## config.mk

```make
export PLATFORM = sky130hd
export DESIGN_NAME = evt_stamp_capture
export DESIGN_NICKNAME = d
export VERILOG_FILES = /design/src/rtl/evt_stamp_capture.sv
export SDC_FILE = /design/constraint.sdc
export NUM_CORES = 1
export LEC_CHECK = 0
export BUFFER_PORTS_ARGS = -buffer_cell sky130_fd_sc_hd__buf_2
export CORE_UTILIZATION = 30
export DETAILED_ROUTE_END_ITERATION = 8
export PLACE_DENSITY = 0.6
export RECOVER_POWER = 25
export SLEW_MARGIN = 30
export SYNTH_ARGS = -nofsm -noshare
export SYNTH_HDL_FRONTEND = slang
export SYNTH_SLANG_ARGS = --single-unit
```

## constraint.sdc

```tcl
create_clock -name clk -period 7.06 [get_ports clk]
set_input_delay 0.706 -clock clk [delete_from_list [all_inputs] [get_ports clk]]
set_output_delay 0.706 -clock clk [all_outputs]
set_load 0.03 [all_outputs]
```

## src/rtl/evt_stamp_capture.sv

```systemverilog
module evt_stamp_capture #(
  parameter int WORD_W = 32
) (
  input  logic                clk,
  input  logic                rst_n,
  input  logic [2*WORD_W-1:0] sys_time,
  input  logic                tx_evt,
  input  logic                rx_evt,
  input  logic                ctl_we,
  input  logic                ctl_tx_en,
  input  logic                ctl_rx_en,
  input  logic                irq_mask,
  input  logic                rd_tx_hi,
  input  logic                rd_rx_hi,
  output logic [1:0]          tx_ctl,
  output logic [1:0]          rx_ctl,
  output logic [WORD_W-1:0]   tx_lo,
  output logic [WORD_W-1:0]   tx_hi,
  output logic [WORD_W-1:0]   rx_lo,
  output logic [WORD_W-1:0]   rx_hi,
  output logic                tx_irq
);
  localparam int TW = 2 * WORD_W;
  localparam int NCH = 2;

  logic [NCH-1:0] evt, rd_hi, en_d, en_q, vld_q, cap, kill;
  logic [TW-1:0]  stamp_q [NCH];

  assign evt   = {rx_evt, tx_evt};
  assign rd_hi = {rd_rx_hi, rd_tx_hi};
  assign en_d  = {ctl_rx_en, ctl_tx_en};

  for (genvar c = 0; c < NCH; c++) begin : g_ch
    assign kill[c] = ctl_we & ~en_d[c];
    assign cap[c]  = evt[c] & en_q[c] & ~vld_q[c] & ~rd_hi[c] & ~kill[c];

    always_ff @(posedge clk) begin
      if (!rst_n) begin
        en_q[c]    <= 1'b0;
        vld_q[c]   <= 1'b0;
        stamp_q[c] <= '0;
      end else begin
        if (ctl_we) en_q[c] <= en_d[c];
        if (kill[c] || rd_hi[c]) vld_q[c] <= 1'b0;
        else if (cap[c])         vld_q[c] <= 1'b1;
        if (cap[c]) stamp_q[c] <= sys_time;
      end
    end

    AST_LOCK_HOLDS: assert property (@(posedge clk) disable iff (!rst_n)
      vld_q[c] && !rd_hi[c] && !kill[c] |=> vld_q[c] && $stable(stamp_q[c]));
    AST_OFF_NO_CAPTURE: assert property (@(posedge clk) disable iff (!rst_n)
      !en_q[c] && !vld_q[c] |=> !vld_q[c]);
    AST_HI_READ_RELEASES: assert property (@(posedge clk) disable iff (!rst_n)
      rd_hi[c] |=> !vld_q[c]);
    AST_DISABLE_CLEARS: assert property (@(posedge clk) disable iff (!rst_n)
      kill[c] |=> !vld_q[c] && !en_q[c]);
    AST_CAPTURE_TIME: assert property (@(posedge clk) disable iff (!rst_n)
      evt[c] && en_q[c] && !vld_q[c] && !rd_hi[c] && !kill[c]
      |=> vld_q[c] && stamp_q[c] == $past(sys_time));
  end

  always_ff @(posedge clk) begin
    if (!rst_n) tx_irq <= 1'b0;
    else        tx_irq <= cap[0] & irq_mask;
  end

  AST_IRQ_ONE_CYCLE: assert property (@(posedge clk) disable iff (!rst_n)
    tx_irq |=> !tx_irq);
  AST_IRQ_WITH_STAMP: assert property (@(posedge clk) disable iff (!rst_n)
    tx_irq |-> vld_q[0] || $past(rd_tx_hi) || $past(ctl_we));

  assign tx_ctl = {vld_q[0], en_q[0]};
  assign rx_ctl = {vld_q[1], en_q[1]};
  assign tx_lo  = stamp_q[0][WORD_W-1:0];
  assign tx_hi  = stamp_q[0][TW-1:WORD_W];
  assign rx_lo  = stamp_q[1][WORD_W-1:0];
  assign rx_hi  = stamp_q[1][TW-1:WORD_W];
endmodule

```

## Word-level counts from Yosys, hierarchy flattened

Memories as Yosys holds them, arrays and structs flattened.
Cells that the tools add are included.

| operators by class | value |
|---|---|
| muxes and demuxes | 9 |
| bitwise gates (word level) | 22 |
| reductions and logical operators | 4 |

Operators by type and width:

| cell | number |
|---|---|
| 2-to-1 mux 64 bit | 2 |
| bitwise AND 1 bit | 11 |
| inverter 1 bit | 9 |
| 2-to-1 mux 1 bit | 7 |
| OR reduction 2 bit | 2 |
| logical OR 1 bit | 2 |
| OR 1 bit | 2 |

| word-level totals | value |
|---|---|
| register bits | 5 |
| bits in writable memories | 128 |
| input bits | 74 |
| output and inout port bits | 133 |
| word-level logic and storage cells | 41 |
| memories kept | 1 |

Memory list:

| name | words | bits a word | rd ports | clocked after memory_dff | write ports | line | RTL |
|---|---|---|---|---|---|---|---|
| stamp_q | 2 | 64 | 2 | 0 | 2 | 27 | `logic [TW-1:0] stamp_q [NCH];` |

## Logic depth before layout (Yosys ltp)

| logic depth | value |
|---|---|
| depth in word-level cells | 8 |
| depth in mapped cells | 5 |
| gate-level depth less buffers | 2 |

## Least setup slack after synthesis

Ideal clock, no wire load.

| timing path | value |
|---|---|
| path kind | input -> register |
| start | in rd_rx_hi |
| end | mem stamp_q[1][0] (netlist name) (enable) |
| setup time | 574 ps |
| arrival time | 5601 ps |
| required time | 6486 ps |
| slack | 885 ps |
| stages | 3 |
| path buffers | 1 |
| cells stage by stage | nand4bb_1 -> buf_2 -> o21ai_0 |

RTL lines:

| what | line | RTL |
|---|---|---|
| from (decl) | 14 | `input logic rd_rx_hi,` |
| to (decl) | 27 |  |

==> results.yml <==
status:
  status: "finished with violations"
  violations: "DRC, capacitance limit, slew limit"
detailed_routing:
  postRouteAntennaNets: 0
  drt_iter0_markers: 221
  dr.pass1.iters: 7
  via_per_inst: 4.669
  num_vias: 3805
  wl_per_cell_um: 17.28
  routed_wl_um: 14090
  drc_errors: 16
layout:
  drive_gt1_share_pct: 43.52
  final_nets: 647
  fin_area_sq_um: 7271
  layout.cells.non_filler: 815
  syn2layout_area_growth_pct: 28.70
  antenna_cells: 0
cts:
  post_cts_buffers: 0
  cts-hold-fix-buffers: 0
  cts.sinks: 133
  clkLatencyLatePin_ns: 0.41
  clk_path_buf_depth: 2
  path_clk_slew_ns: 0.05
  clockRootBuffer: "clkbuf_16"
  cts_tree: "built"
  ctsResizeCount: 0
  htreeDepth: 4
  cts_buffers: 17
grt:
  antenna_found_initial: 0
  first_global_vias: 4092
  gr-total-overflow: 0
  grt_pass1_wl_um: 22290
  grt_start_max_net_pins: 72
  track_usage_pct: 15.03
synthesis:
  synth.area.top_cells: "edfxtp_1 (68%), nor3_2 (16%), nand2_1 (4.3%), nor3_1 (3.5%), dfxtp_1 (1.8%)"
  async_flop_share_pct: 0
  ys_types: 20
  synth_top_area_cell: "edfxtp_1"
  synth_warnings: 0
  yosysMostFrequentCell: "edfxtp_1"
  ys_seq_elements: 133
  syn-cell-area_sq_um: 5649
  synthCells: 378
  dominantRegCellSynth: "edfxtp_1"
  syn_nets: 452
  yosysSeqAreaShare_pct: 69.81
  avgSynthCellArea_sq_um: 14.94
  synth_top_cell_area_share_pct: 68.04
  netlist_top_cells_count: "edfxtp_1 (128), nor3_2 (90), nand2_1 (65)"
  synth_edf_count: 128
sta:
  fin_ws_ns: 2.559
  setup_viol: 0
  tns_ns: 0
  period_minus_slack_ns: 4.501
  period_share_pct: 63.75
  hold_viol: 0
  worst_pin_slew_ns: 4.216
  fmax_mhz: 222.2
  max_slew_margin_pct: -181.1
  fin_worst_skew_ns: 0.009563
  rsz0062_at_grt: "false"
  slew_violations: 136
setup_path:
  path_class: "input port to register"
  reg2regPathDepth: 3
  rr_startpoint: "tx_ctl[0]"
  reg2reg_slack_ns: 4.46
  worstPathArrival_ns: 4.55
  end_kind: "register"
  crit_fanout: 68
  start_kind: "input port"
  critPathLaunch: "ctl_we"
  rr_endpoint: "stamp_q[0][14]"
  critPathRequiredTime_ns: 7.11
  crit_end: "stamp_q[0][14]"
power_and_ir_drop:
  intPower_mw: 1.590
  leakagePower_nw: 2.689
  clockPowerShare_pct: 46.6
  power_frac_seq_pct: 43.8
  p_total_mw: 2.082
  netSwitchingFraction_pct: 23.61
  powerDensity_nw_per_um2: 286.4
  netSwitchingPower_mw: 0.4916
  combinationalPowerShare_pct: 9.6
  ir_drop_v: 0.0001569
floorplanning:
  die_area_sq_um: 19380
  core_area_sq_um: 18210
  io_pins: 207
  die_w_um: 139.2
  rows: 49
  start_util_pct: 31.02
  fp.dieH_um: 139.2
placed_design:
  place.gp.congestion: 0.7324
  dp_slack_ns: 4.061
  portBuffers: 206
  dp_cells: 783
  place_area_sq_um: 6822
  dp_hpwl_um: 8887
run:
  maxCapViolCount: 2
worst_hold_path:
  min_path_type: "input port to register"
[metrics by stage]
step / hold WS (ns) / utilization (%)
2_1_floorplan: 0.6355 / -
3_3_place_gp: 0.5160 / 37.46
3_5_place_dp: 0.5358 / 37.46
4_1_cts: 0.4550 / 41.06
5_1_grt: 0.4649 / 39.93
6_report: 0.4711 / 39.93
[cell type report]
type	instances	area (sq um)
clock buffer	24	511.7
clock inverter	8	142.6
fill	1781	10940
multi-input combinational	208	1378
sequential	133	3944
tap	229	286.5
timing repair buffer	213	1008
[state kept, by name, indices dropped and copies added (netlist names)]
signal and cells:
stamp_q 128, rx_ctl 2, tx_ctl 2, tx_irq 1
[worst max-delay path, stage by stage]
cell and delay, ns:
clkbuf_1 0.16, nor2b_4 0.16, clkbuf_1 2.95, o21ai_4 0.01, buf_4 0.52
[kinds of logic after synthesis]
logic type,count (synthesis),synth area share (%)
simple gates,204,25.47
compound gates,4,0.3542
buf+inv,37,4.363
flops,133,69.81
[metal layers]
| metal | routed length, um | vias up | global-route usage [%] |
|---|---|---|---|
| li1 | - | 1781 | - |
| met1 | 5944 | 1861 | 17.80 |
| met2 | 6879 | 148 | 24.97 |
| met3 | 1056 | 15 | 4.680 |
| met4 | 206 | 0 | 6.842 |
| met5 | 0 | - | 0 |
[power by group through the flow]
stage | combinational [mW] | clock (mW) | sequential, mW
CTS | 0.211 | 0.985 | 0.912
finish | 0.200 | 0.970 | 0.912
global placement | 0.207 | 0 | 0.927
floorplan | 0.0688 | 0 | 1.00
global route | 0.213 | 1.02 | 0.915
detailed placement | 0.211 | 0 | 0.928
[cells in the final DEF, fill, tap and decap left out, drive strengths merged]
cell type  instances
nor3             129
o21ai              2
buf              154
and2b              1
bufinv             4
nor3b              2
clkinv             4
nand2             65
clkbuf            83
nor4b              2
a21oi              2
dfxtp              5
edfxtp           128
nand4bb            2
nor2               2
nor2b              1
[worst min path at each step]
stage / cells after the start / endpoint / from / slack, ns
final: 2 / tx_ctl[1] / rd_tx_hi / 0.47
after global routing: 2 / rx_ctl[1] / rd_rx_hi / 0.46
after CTS: 2 / rx_ctl[1] / rd_rx_hi / 0.46
after detailed placement: 2 / rx_ctl[1] / rx_ctl[1] / 0.54
after global placement: 2 / rx_ctl[1] / rx_ctl[1] / 0.52
after floorplan: 2 / rx_ctl[0] / rx_ctl[0] / 0.64
Power figures use the tool's default switching activity.
